### config.mk
export PLATFORM = sky130hd
export DESIGN_NAME = prefetch_dispatch_queue
export DESIGN_NICKNAME = d
export VERILOG_FILES = /design/src/rtl/pfq_pkg.sv /design/src/rtl/pfq_fifo.sv /design/src/rtl/pfq_fetch.sv /design/src/rtl/prefetch_dispatch_queue.sv
export SDC_FILE = /design/constraint.sdc
export NUM_CORES = 1
export LEC_CHECK = 0
export BUFFER_PORTS_ARGS = -buffer_cell sky130_fd_sc_hd__buf_2
export CORE_MARGIN = 2
export CORE_UTILIZATION = 30
export DETAILED_ROUTE_END_ITERATION = 12
export GPL_TIMING_DRIVEN = 0
export SYNTH_ARGS = -nofsm -noshare
export SYNTH_HDL_FRONTEND = slang
export SYNTH_SLANG_ARGS = --single-unit
### constraint.sdc
create_clock -name clk -period 3.5 [get_ports clk]
set_clock_uncertainty 0.1 [all_clocks]
set_input_delay 0.35 -clock clk [delete_from_list [all_inputs] [get_ports clk]]
set_output_delay 0.35 -clock clk [all_outputs]
set_load 0.01 [all_outputs]
### src/rtl/pfq_pkg.sv
package pfq_pkg;
  localparam logic [5:0] JUMP_OPC = 6'b000010;

  function automatic logic is_jump(input logic [31:0] word);
    return word[31:26] == JUMP_OPC;
  endfunction
endpackage

### src/rtl/pfq_fifo.sv
module pfq_fifo #(
  parameter int W     = 64,
  parameter int DEPTH = 4,
  parameter int CW    = 3
) (
  input  logic          clk,
  input  logic          rst_n,
  input  logic          push,
  input  logic [W-1:0]  push_data,
  input  logic          pop,
  output logic [W-1:0]  head,
  output logic [CW-1:0] count
);
  localparam int PW = (DEPTH > 1) ? $clog2(DEPTH) : 1;

  logic [W-1:0]  slots [DEPTH];
  logic [PW-1:0] rd_ptr, wr_ptr;

  function automatic logic [PW-1:0] bump(input logic [PW-1:0] p);
    return (p == PW'(DEPTH - 1)) ? '0 : p + 1'b1;
  endfunction

  always_ff @(posedge clk) begin
    if (push) slots[wr_ptr] <= push_data;
  end

  always_ff @(posedge clk) begin
    if (!rst_n) begin
      rd_ptr <= '0;
      wr_ptr <= '0;
      count  <= '0;
    end else begin
      if (push) wr_ptr <= bump(wr_ptr);
      if (pop)  rd_ptr <= bump(rd_ptr);
      case ({push, pop})
        2'b10:   count <= count + 1'b1;
        2'b01:   count <= count - 1'b1;
        default: count <= count;
      endcase
    end
  end

  assign head = slots[rd_ptr];


  no_overflow_chk: assert property (@(posedge clk) disable iff (!rst_n)
    push |-> (count != CW'(DEPTH)));


  no_underflow_chk: assert property (@(posedge clk) disable iff (!rst_n)
    pop |-> (count != '0));
endmodule

### src/rtl/pfq_fetch.sv
module pfq_fetch
  import pfq_pkg::*;
#(
  parameter int             AW       = 32,
  parameter int             DEPTH    = 4,
  parameter int             CW       = 3,
  parameter int             EPOCH_W  = 2,
  parameter logic [AW-1:0]  RESET_PC = 'h100
) (
  input  logic               clk,
  input  logic               rst_n,
  input  logic [CW-1:0]      q_count,
  output logic               mem_req_valid,
  input  logic               mem_req_ready,
  output logic [AW-1:0]      mem_req_addr,
  output logic [EPOCH_W-1:0] mem_req_tag,
  input  logic               mem_rsp_valid,
  input  logic [31:0]        mem_rsp_data,
  input  logic [EPOCH_W-1:0] mem_rsp_tag,
  output logic               keep,
  output logic [AW-1:0]      keep_pc
);
  logic [AW-1:0]      fetch_pc, rsp_pc, target;
  logic [EPOCH_W-1:0] epoch;
  logic [CW-1:0]      inflight;
  logic [CW:0]        used;
  logic               req_fire, redirect;
  logic signed [27:0] boff;

  assign used          = {1'b0, q_count} + {1'b0, inflight};
  assign mem_req_valid = used < (CW+1)'(DEPTH);
  assign mem_req_addr  = fetch_pc;
  assign mem_req_tag   = epoch;
  assign req_fire      = mem_req_valid && mem_req_ready;

  assign keep     = mem_rsp_valid && (mem_rsp_tag == epoch);
  assign keep_pc  = rsp_pc;
  assign redirect = keep && is_jump(mem_rsp_data);
  assign boff     = $signed({mem_rsp_data[25:0], 2'b00});
  assign target   = rsp_pc + AW'(boff);

  always_ff @(posedge clk) begin
    if (!rst_n) begin
      fetch_pc <= RESET_PC;
      rsp_pc   <= RESET_PC;
      epoch    <= '0;
      inflight <= '0;
    end else begin
      if (redirect)      fetch_pc <= target;
      else if (req_fire) fetch_pc <= fetch_pc + AW'(4);

      if (redirect)  rsp_pc <= target;
      else if (keep) rsp_pc <= rsp_pc + AW'(4);

      if (redirect) epoch <= epoch + 1'b1;

      case ({req_fire, mem_rsp_valid})
        2'b10:   inflight <= inflight + 1'b1;
        2'b01:   inflight <= inflight - 1'b1;
        default: inflight <= inflight;
      endcase
    end
  end


  credit_bound_chk: assert property (@(posedge clk) disable iff (!rst_n)
    used <= (CW+1)'(DEPTH));


  rsp_expected_chk: assert property (@(posedge clk) disable iff (!rst_n)
    mem_rsp_valid |-> (inflight != '0));


  redirect_retag_chk: assert property (@(posedge clk) disable iff (!rst_n)
    redirect |=> (mem_req_tag != $past(mem_req_tag)));
endmodule

### src/rtl/prefetch_dispatch_queue.sv
module prefetch_dispatch_queue #(
  parameter int             AW       = 32,
  parameter int             DEPTH    = 4,
  parameter int             EPOCH_W  = 2,
  parameter logic [AW-1:0]  RESET_PC = 'h100
) (
  input  logic               clk,
  input  logic               rst_n,
  output logic               mem_req_valid,
  input  logic               mem_req_ready,
  output logic [AW-1:0]      mem_req_addr,
  output logic [EPOCH_W-1:0] mem_req_tag,
  input  logic               mem_rsp_valid,
  input  logic [31:0]        mem_rsp_data,
  input  logic [EPOCH_W-1:0] mem_rsp_tag,
  output logic               disp_valid,
  input  logic               disp_ready,
  output logic [AW-1:0]      disp_pc,
  output logic [31:0]        disp_instr,
  input  logic               stall_in
);
  localparam int CW = $clog2(DEPTH + 1);
  localparam int EW = AW + 32;

  logic [CW-1:0] q_count;
  logic          keep, pop;
  logic [AW-1:0] keep_pc;
  logic [EW-1:0] head;

  pfq_fetch #(
    .AW(AW), .DEPTH(DEPTH), .CW(CW), .EPOCH_W(EPOCH_W), .RESET_PC(RESET_PC)
  ) u_fetch (
    .clk(clk), .rst_n(rst_n), .q_count(q_count),
    .mem_req_valid(mem_req_valid), .mem_req_ready(mem_req_ready),
    .mem_req_addr(mem_req_addr), .mem_req_tag(mem_req_tag),
    .mem_rsp_valid(mem_rsp_valid), .mem_rsp_data(mem_rsp_data),
    .mem_rsp_tag(mem_rsp_tag), .keep(keep), .keep_pc(keep_pc)
  );

  pfq_fifo #(.W(EW), .DEPTH(DEPTH), .CW(CW)) u_fifo (
    .clk(clk), .rst_n(rst_n),
    .push(keep), .push_data({keep_pc, mem_rsp_data}),
    .pop(pop), .head(head), .count(q_count)
  );

  assign disp_valid = q_count != '0;
  assign pop        = disp_valid && disp_ready && !stall_in;
  assign disp_pc    = head[EW-1:32];
  assign disp_instr = head[31:0];


  disp_hold_chk: assert property (@(posedge clk) disable iff (!rst_n)
    (disp_valid && !pop) |=> (disp_valid && $stable(disp_pc) && $stable(disp_instr)));


  fill_visible_chk: assert property (@(posedge clk) disable iff (!rst_n)
    keep |=> disp_valid);
endmodule

==> flow_summary.toml, run 1 <==
[finish]
antenna_cells = 0
multiInputGateArea_um2 = 5630
area_growth_syn_to_layout_pct = 20.6
fin_cells = 1994
seqCellArea_um2 = 8930
fill_cells = 4769
drive_above_1_share_pct = 22.6
nets = 1388

[critical_path]
r2r_start = "u_fetch.keep_pc[2]$_SDFFE_PN0P_"
end_kind = "register"
worstSetupStartpointType = "register"
worstPathMaxFanout = 10
cp_num_buf_inv = 0
reg2regPathDepth = 10
crit_required_ns = 3.77
cp_common_cell = "o21ai_1"
worst-setup-path-type = "register to register"
reg2reg_to = "u_fetch.mem_req_addr[28]$_SDFFE_PN0N_"
critPathArrivalTime_ns = 3.49
worstSetupPathDepth = 10
crit_path_top_delay_cell = "dfxtp_1"
crit_path_max_incr_delay_ns = 0.52
critPathTopFamily = "compound AO/OA/AOI/OAI gates"
rrSetupSlack_ns = 0.29
crit_end = "u_fetch.mem_req_addr[28]$_SDFFE_PN0N_"
path_cells = "ha_1, fa_1, a21oi_1, o21ai_1, o21ai_1, a21oi_2, nor2b_2, o31ai_1, mux2i_1, o21ai_0"
startpoint = "u_fetch.keep_pc[2]$_SDFFE_PN0P_"

[sta]
worst_slew_pin_slew_ns = 0.818
report.final.slew_viol_count = 0
final.period_utilization_pct = 91.8
grt_setup_unrepaired = "false"
setup_viol = 0
period_needed_ns = 3.21
fmax_mhz = 311
slew_headroom_pct = 45.5
final_hold_viol_count = 0
fin_hold_ws_ns = 0.0184

[logic_synthesis]
yosysTopAreaCell = "edfxtp_1"
dominantRegCellSynth = "edfxtp_1"
synth_area_um2 = 14800
yosysUniqueCellTypes = 76
yosys.area.top_type_share_pct = 50.2
synth-async-reset-ratio_pct = 0
synth_edf_count = 248
syn_inst = 1105
synthTopCellsByArea = "edfxtp_1 50%, dfxtp_1 10%, mux4_2 9.4%"
synth_commonest_cells = "248 x edfxtp_1, 81 x nand2_1, 75 x nor2_1"
synth_most_common_cell = "edfxtp_1"
ys_ff_latch = 322
yosysSeqAreaShare_pct = 60.1
ys_warn_count = 0
syn-mean-instance-area_um2 = 13.4

[drt]
vias = 10100
firstDrtPassIters = 5
detail_route.wl_per_cell_um = 19.9
drc = 0
drt_iter0_drc = 948
antenna_left = 0
viasPerCell = 5.05
routed_wl_um = 39700

[clocking]
cts-root-buf = "clkbuf_16"
cts_num_sinks = 322
cts_resized = 0
cts.path.max_buffers = 3
post_cts_buffers = 0
insertion_delay_ns = 0.52
cts.clk_slew.worst_paths_ns = 0.06
htree_levels = 2
cts_made_buffers = 35
cts_tree = "yes"

[grt]
antenna_found_initial = 0
grt_max_degree = 56
grt_overflow = 0
grt_usage_pct = 15.6
grt_pass1_wl_um = 60200
grt_pass1_vias = 9891

[flow_run]
max_cap_viol_count = 0

[power]
p_leak_uw = 0.00631
powerDensity_nw_per_um2 = 480
max-vdd-ir-drop_mv = 0.260

[die]
rows = 81
die-height_um = 226
die_width_um = 226
core-area_um2 = 48800
start_util_pct = 30.4
ios = 140
die_area_um2 = 51300

[run_status]
status = "completed"

[placement]
globalplace.congestion = 0.897
dp.cells = 1911
dp_hpwl_um = 28400
port_buffers = 135

[hold_path]
hold_path.class = "input pin to register"
hp-start = "mem_rsp_data[2]"
## per-layer routing
layer  vias to the layer above  share of wire, %  track usage [%]  wire (um)
met5                         -                 0                0          0
met4                         0               1.8             3.88        709
met3                        53               6.5             3.20       2590
met2                       331                46             24.3      18100
met1                      4973                46             22.1      18300
li1                       4721                 -                -          -
## power breakdown
part	total (uW)	switching [uW]	internal, uW
Sequential	4180	34.9	4140
Combinational	541	325	216
Clock	3880	1480	2400
## through the flow
step	area, um^2	total power, uW	worst slack (ns)	setup TNS [ns]	utilization [%]
6_report	17900	8600	0.286	0	36.7
3_3_place_gp	16400	4770	-1.67	-407.43	33.5
5_1_grt	17900	8890	0.0515	0	36.7
4_1_cts	17900	8700	0.232	0	36.7
3_5_place_dp	16500	4780	0.256	0	33.7
2_1_floorplan	14900	4570	0.0784	0	-
## cells in the final DEF, fill, tap and decap left out, types with 20 or more instances in the layout
master         Yosys  final
edfxtp_1         248    248
buf_2             17    152
nand2_1           81     81
nor2_1            75     75
dfxtp_1           74     74
a21oi_1           69     69
mux4_2            62     62
o21ai_0           47     47
ha_1              40     40
clkbuf_16          0     37
clkbuf_1          29     34
nand3_1           31     31
nor3_1            29     29
xnor2_1           26     26
xor2_1            23     23
dlygate4sd3_1      0     21
a21o_1            20     20
## how the worst min path moves through the flow
stage	end	slack, ns	cells past startpoint
floorplan	u_fifo.slots[0][0]$_DFFE_PP_	0.35	0
global placement	u_fetch.inflight[2]$_SDFFE_PN0P_	0.38	2
detailed placement	u_fifo.wr_ptr[1]$_SDFFE_PN0P_	0.39	2
CTS	u_fifo.slots[1][2]$_DFFE_PP_	0.0005	1
global route	u_fifo.slots[1][2]$_DFFE_PP_	0.01	1
finish	u_fifo.slots[1][2]$_DFFE_PP_	0.02	1
## kinds of logic after synthesis
kind of cell / count (synthesis) / share of synthesized area [%]
AO/OA/AOI/OAI: 247 / 11.0
adder cells (fa/ha/maj): 43 / 3.78
other: 1 / 0.0253
AND/OR/NAND/NOR: 302 / 10.2
buffers and inverters: 72 / 2.09
multiplexers: 69 / 9.88
flip-flops: 322 / 60.1
XOR/XNOR: 49 / 2.89
## state kept, by name, summed over array words and instances, names as in the netlist, named ones only
name	cells
u_fetch.inflight	3
u_fetch.keep_pc	30
u_fetch.mem_req_addr	30
u_fetch.mem_req_tag	2
u_fifo.count	3
u_fifo.rd_ptr	2
u_fifo.slots	248
u_fifo.wr_ptr	2
## timing repair
item,in CTS,in global routing
hold buffers,21,0
setup endpoints to repair,0,0
endpoints found under the hold margin,84,0
## area by class of cell
cell class | count | area share (%)
repair buffers | 160 | 5.56
clock inverters | 19 | 1.43
clock buffers | 43 | 5.35
multi-input cells | 714 | 31.4
well taps | 664 | 4.64
plain buffers | 54 | 1.36
inverters | 18 | 0.377
flip-flops and latches | 322 | 49.9
(Power assumes the default switching activity.)
==> inputs of run 2 (changes only) <==
--- a/config.mk
+++ b/config.mk
@@ -6,7 +6,6 @@
 export NUM_CORES = 1
 export LEC_CHECK = 0
 export BUFFER_PORTS_ARGS = -buffer_cell sky130_fd_sc_hd__buf_2
-export CORE_MARGIN = 2
 export CORE_UTILIZATION = 30
 export DETAILED_ROUTE_END_ITERATION = 12
 export GPL_TIMING_DRIVEN = 0
==> constraint.sdc (replaced) <==
create_clock -name clk -period 3 [get_ports clk]
set_clock_uncertainty 0.1 [all_clocks]
set_input_delay 0.3 -clock clk [delete_from_list [all_inputs] [get_ports clk]]
set_output_delay 0.3 -clock clk [all_outputs]
set_load 0.01 [all_outputs]
==> flow_summary.toml, run 2 (synthesis results as in run 1) <==
[run_status]
status = "completed"

[sta]
final.period_utilization_pct = 97.0
period_needed_ns = 2.91
fmax_mhz = 344
finalSetupTns_ns = 0
worst_slew_pin_slew_ns = 0.805
setup_viol = 0
final_hold_viol_count = 0
report.final.slew_viol_count = 0
grt_setup_unrepaired = "true"
slew_headroom_pct = 46.3

[drt]
detail_route.wl_per_cell_um = 20.0
drc = 0
vias = 10200
drt_iter0_drc = 781
antenna_left = 0
viasPerCell = 5.07
routed_wl_um = 40100
firstDrtPassIters = 6

[power]
power_frac_seq_pct = 49.8
switching_share_pct = 22.2
power.switching_uw = 2170
p_int_uw = 7620
max-vdd-ir-drop_mv = 0.304
p_leak_uw = 0.00636
power_uw = 9790
pwr-share-clk_pct = 43.7
pwr-share-comb_pct = 6.6
powerDensity_nw_per_um2 = 542

[clocking]
cts.path.max_buffers = 3
cts_made_buffers = 35
cts_num_sinks = 322
htree_levels = 2
insertion_delay_ns = 0.53
cts-root-buf = "clkbuf_16"
cts.clk_slew.worst_paths_ns = 0.06
cts_tree = "yes"

[placement]
port_buffers = 135
dp_hpwl_um = 28500
globalplace.congestion = 0.896

[finish]
fill_cells = 4696
largest_register = "u_fifo.slots"
antenna_cells = 0
area_growth_syn_to_layout_pct = 21.6
multiInputGateArea_um2 = 5730
largest_register_ffs = 248
drive_above_1_share_pct = 25.3
nets = 1397
mostFrequentLayoutCells = "248 x edfxtp_1, 151 x buf_2, 81 x nand2_1"
seqCellArea_um2 = 8940
mostFrequentLayoutCell = "edfxtp_1"

[die]
die_area_um2 = 50400
ios = 140
start_util_pct = 30.4
die_width_um = 224
rows = 81
die-height_um = 224
core-area_um2 = 48800

[grt]
grt_max_degree = 55
grt_usage_pct = 15.9
grt_pass1_wl_um = 60800
grt_overflow = 0
grt_pass1_vias = 9979
antenna_found_initial = 0

[critical_path]
worstPathMaxFanout = 7
end_kind = "register"
crit_required_ns = 3.35
worstSetupStartpointType = "input pin"
critPathArrivalTime_ns = 3.26
worst-setup-path-type = "input pin to register"

[flow_run]
max_cap_viol_count = 0

[hold_path]
hold_path.class = "input pin to register"
-- run 2: cell count changes in the layout (fill, tap and decap cells not counted), sizes merged --
| cell | change |
|---|---|
| bufinv | -3 |
| clkinv | +2 |
| buf | +2 |
| dlygate4sd3 | +8 |
| clkbuf | -3 |
| clkinvlp | +4 |
-- run 2: critical path: stages --
cell	delay [ns]
dlygate4sd3_1	0.54
buf_2	0.17
ha_1	0.39
or3_1	0.39
o211ai_1	0.18
o211ai_1	0.22
buf_4	0.19
o31a_1	0.29
xor2_1	0.31
nand2_1	0.15
a21oi_1	0.14
-- run 2: power by group through the flow --
stage	Clock [uW]	Combinational [uW]	Sequential, uW
final	4270	645	4870
after global routing	4520	709	4880
after CTS	4370	645	4870
after detailed placement	0	613	4970
after global placement	0	602	4960
after floorplan	0	372	4960
-- run 2: through the flow --
stage / instances / setup slack, ns / utilization, % / instance area (um^2) / hold WS [ns]
6_report: 2004 / 0.0895 / 37.0 / 18100 / 0.0107
4_1_cts: 2002 / 0.00161 / 36.7 / 17900 / 0.00478
3_3_place_gp: 1907 / -1.04 / 33.5 / 16400 / 0.388
3_5_place_dp: 1911 / -0.220 / 33.7 / 16500 / 0.394
2_1_floorplan: 1108 / 0.247 / - / 14900 / 0.299
5_1_grt: 2004 / -0.111 / 37.0 / 18100 / 0.000936
-- run 2: what timing repair did --
item	CTS	global route
hold buffers	29	0
buffers inserted	1	2
pin swaps	0	3
endpoints found under the hold margin	116	0
setup endpoints to repair	280	243
gates resized for setup	8	35
-- run 2: layer usage --
layer | vias to the layer above | global-route usage, % | routed length, um
met2 | 322 | 25.5 | 18700
met4 | 0 | 3.91 | 630
li1 | 4727 | - | -
met5 | - | 0 | 0
met1 | 5067 | 21.8 | 18100
met3 | 47 | 3.32 | 2740
-- run 2: path summary, 6_finish.rpt --
kind	from	to	slack, ns	cells past startpoint
worst max-delay path	mem_rsp_data[9]	u_fetch.mem_req_addr[27]$_SDFFE_PN0N_	0.09	11
worst min-delay path	mem_rsp_data[1]	u_fifo.slots[0][1]$_DFFE_PP_	0.01	1
worst max register to register	u_fetch.keep_pc[22]$_SDFFE_PN0P_	u_fetch.mem_req_addr[27]$_SDFFE_PN0N_	0.12	10
worst min register to register	u_fifo.wr_ptr[1]$_SDFFE_PN0P_	u_fifo.wr_ptr[1]$_SDFFE_PN0P_	0.40	2
-- run 2: cell type report --
| class | count | area share [%] |
|---|---|---|
| plain buffers | 52 | 1.36 |
| flip-flops and latches | 322 | 49.5 |
| multi-input cells | 714 | 31.7 |
| well taps | 664 | 4.60 |
| inverters | 18 | 0.374 |
| clock inverters | 22 | 1.03 |
| clock buffers | 41 | 5.27 |
| repair buffers | 171 | 6.09 |
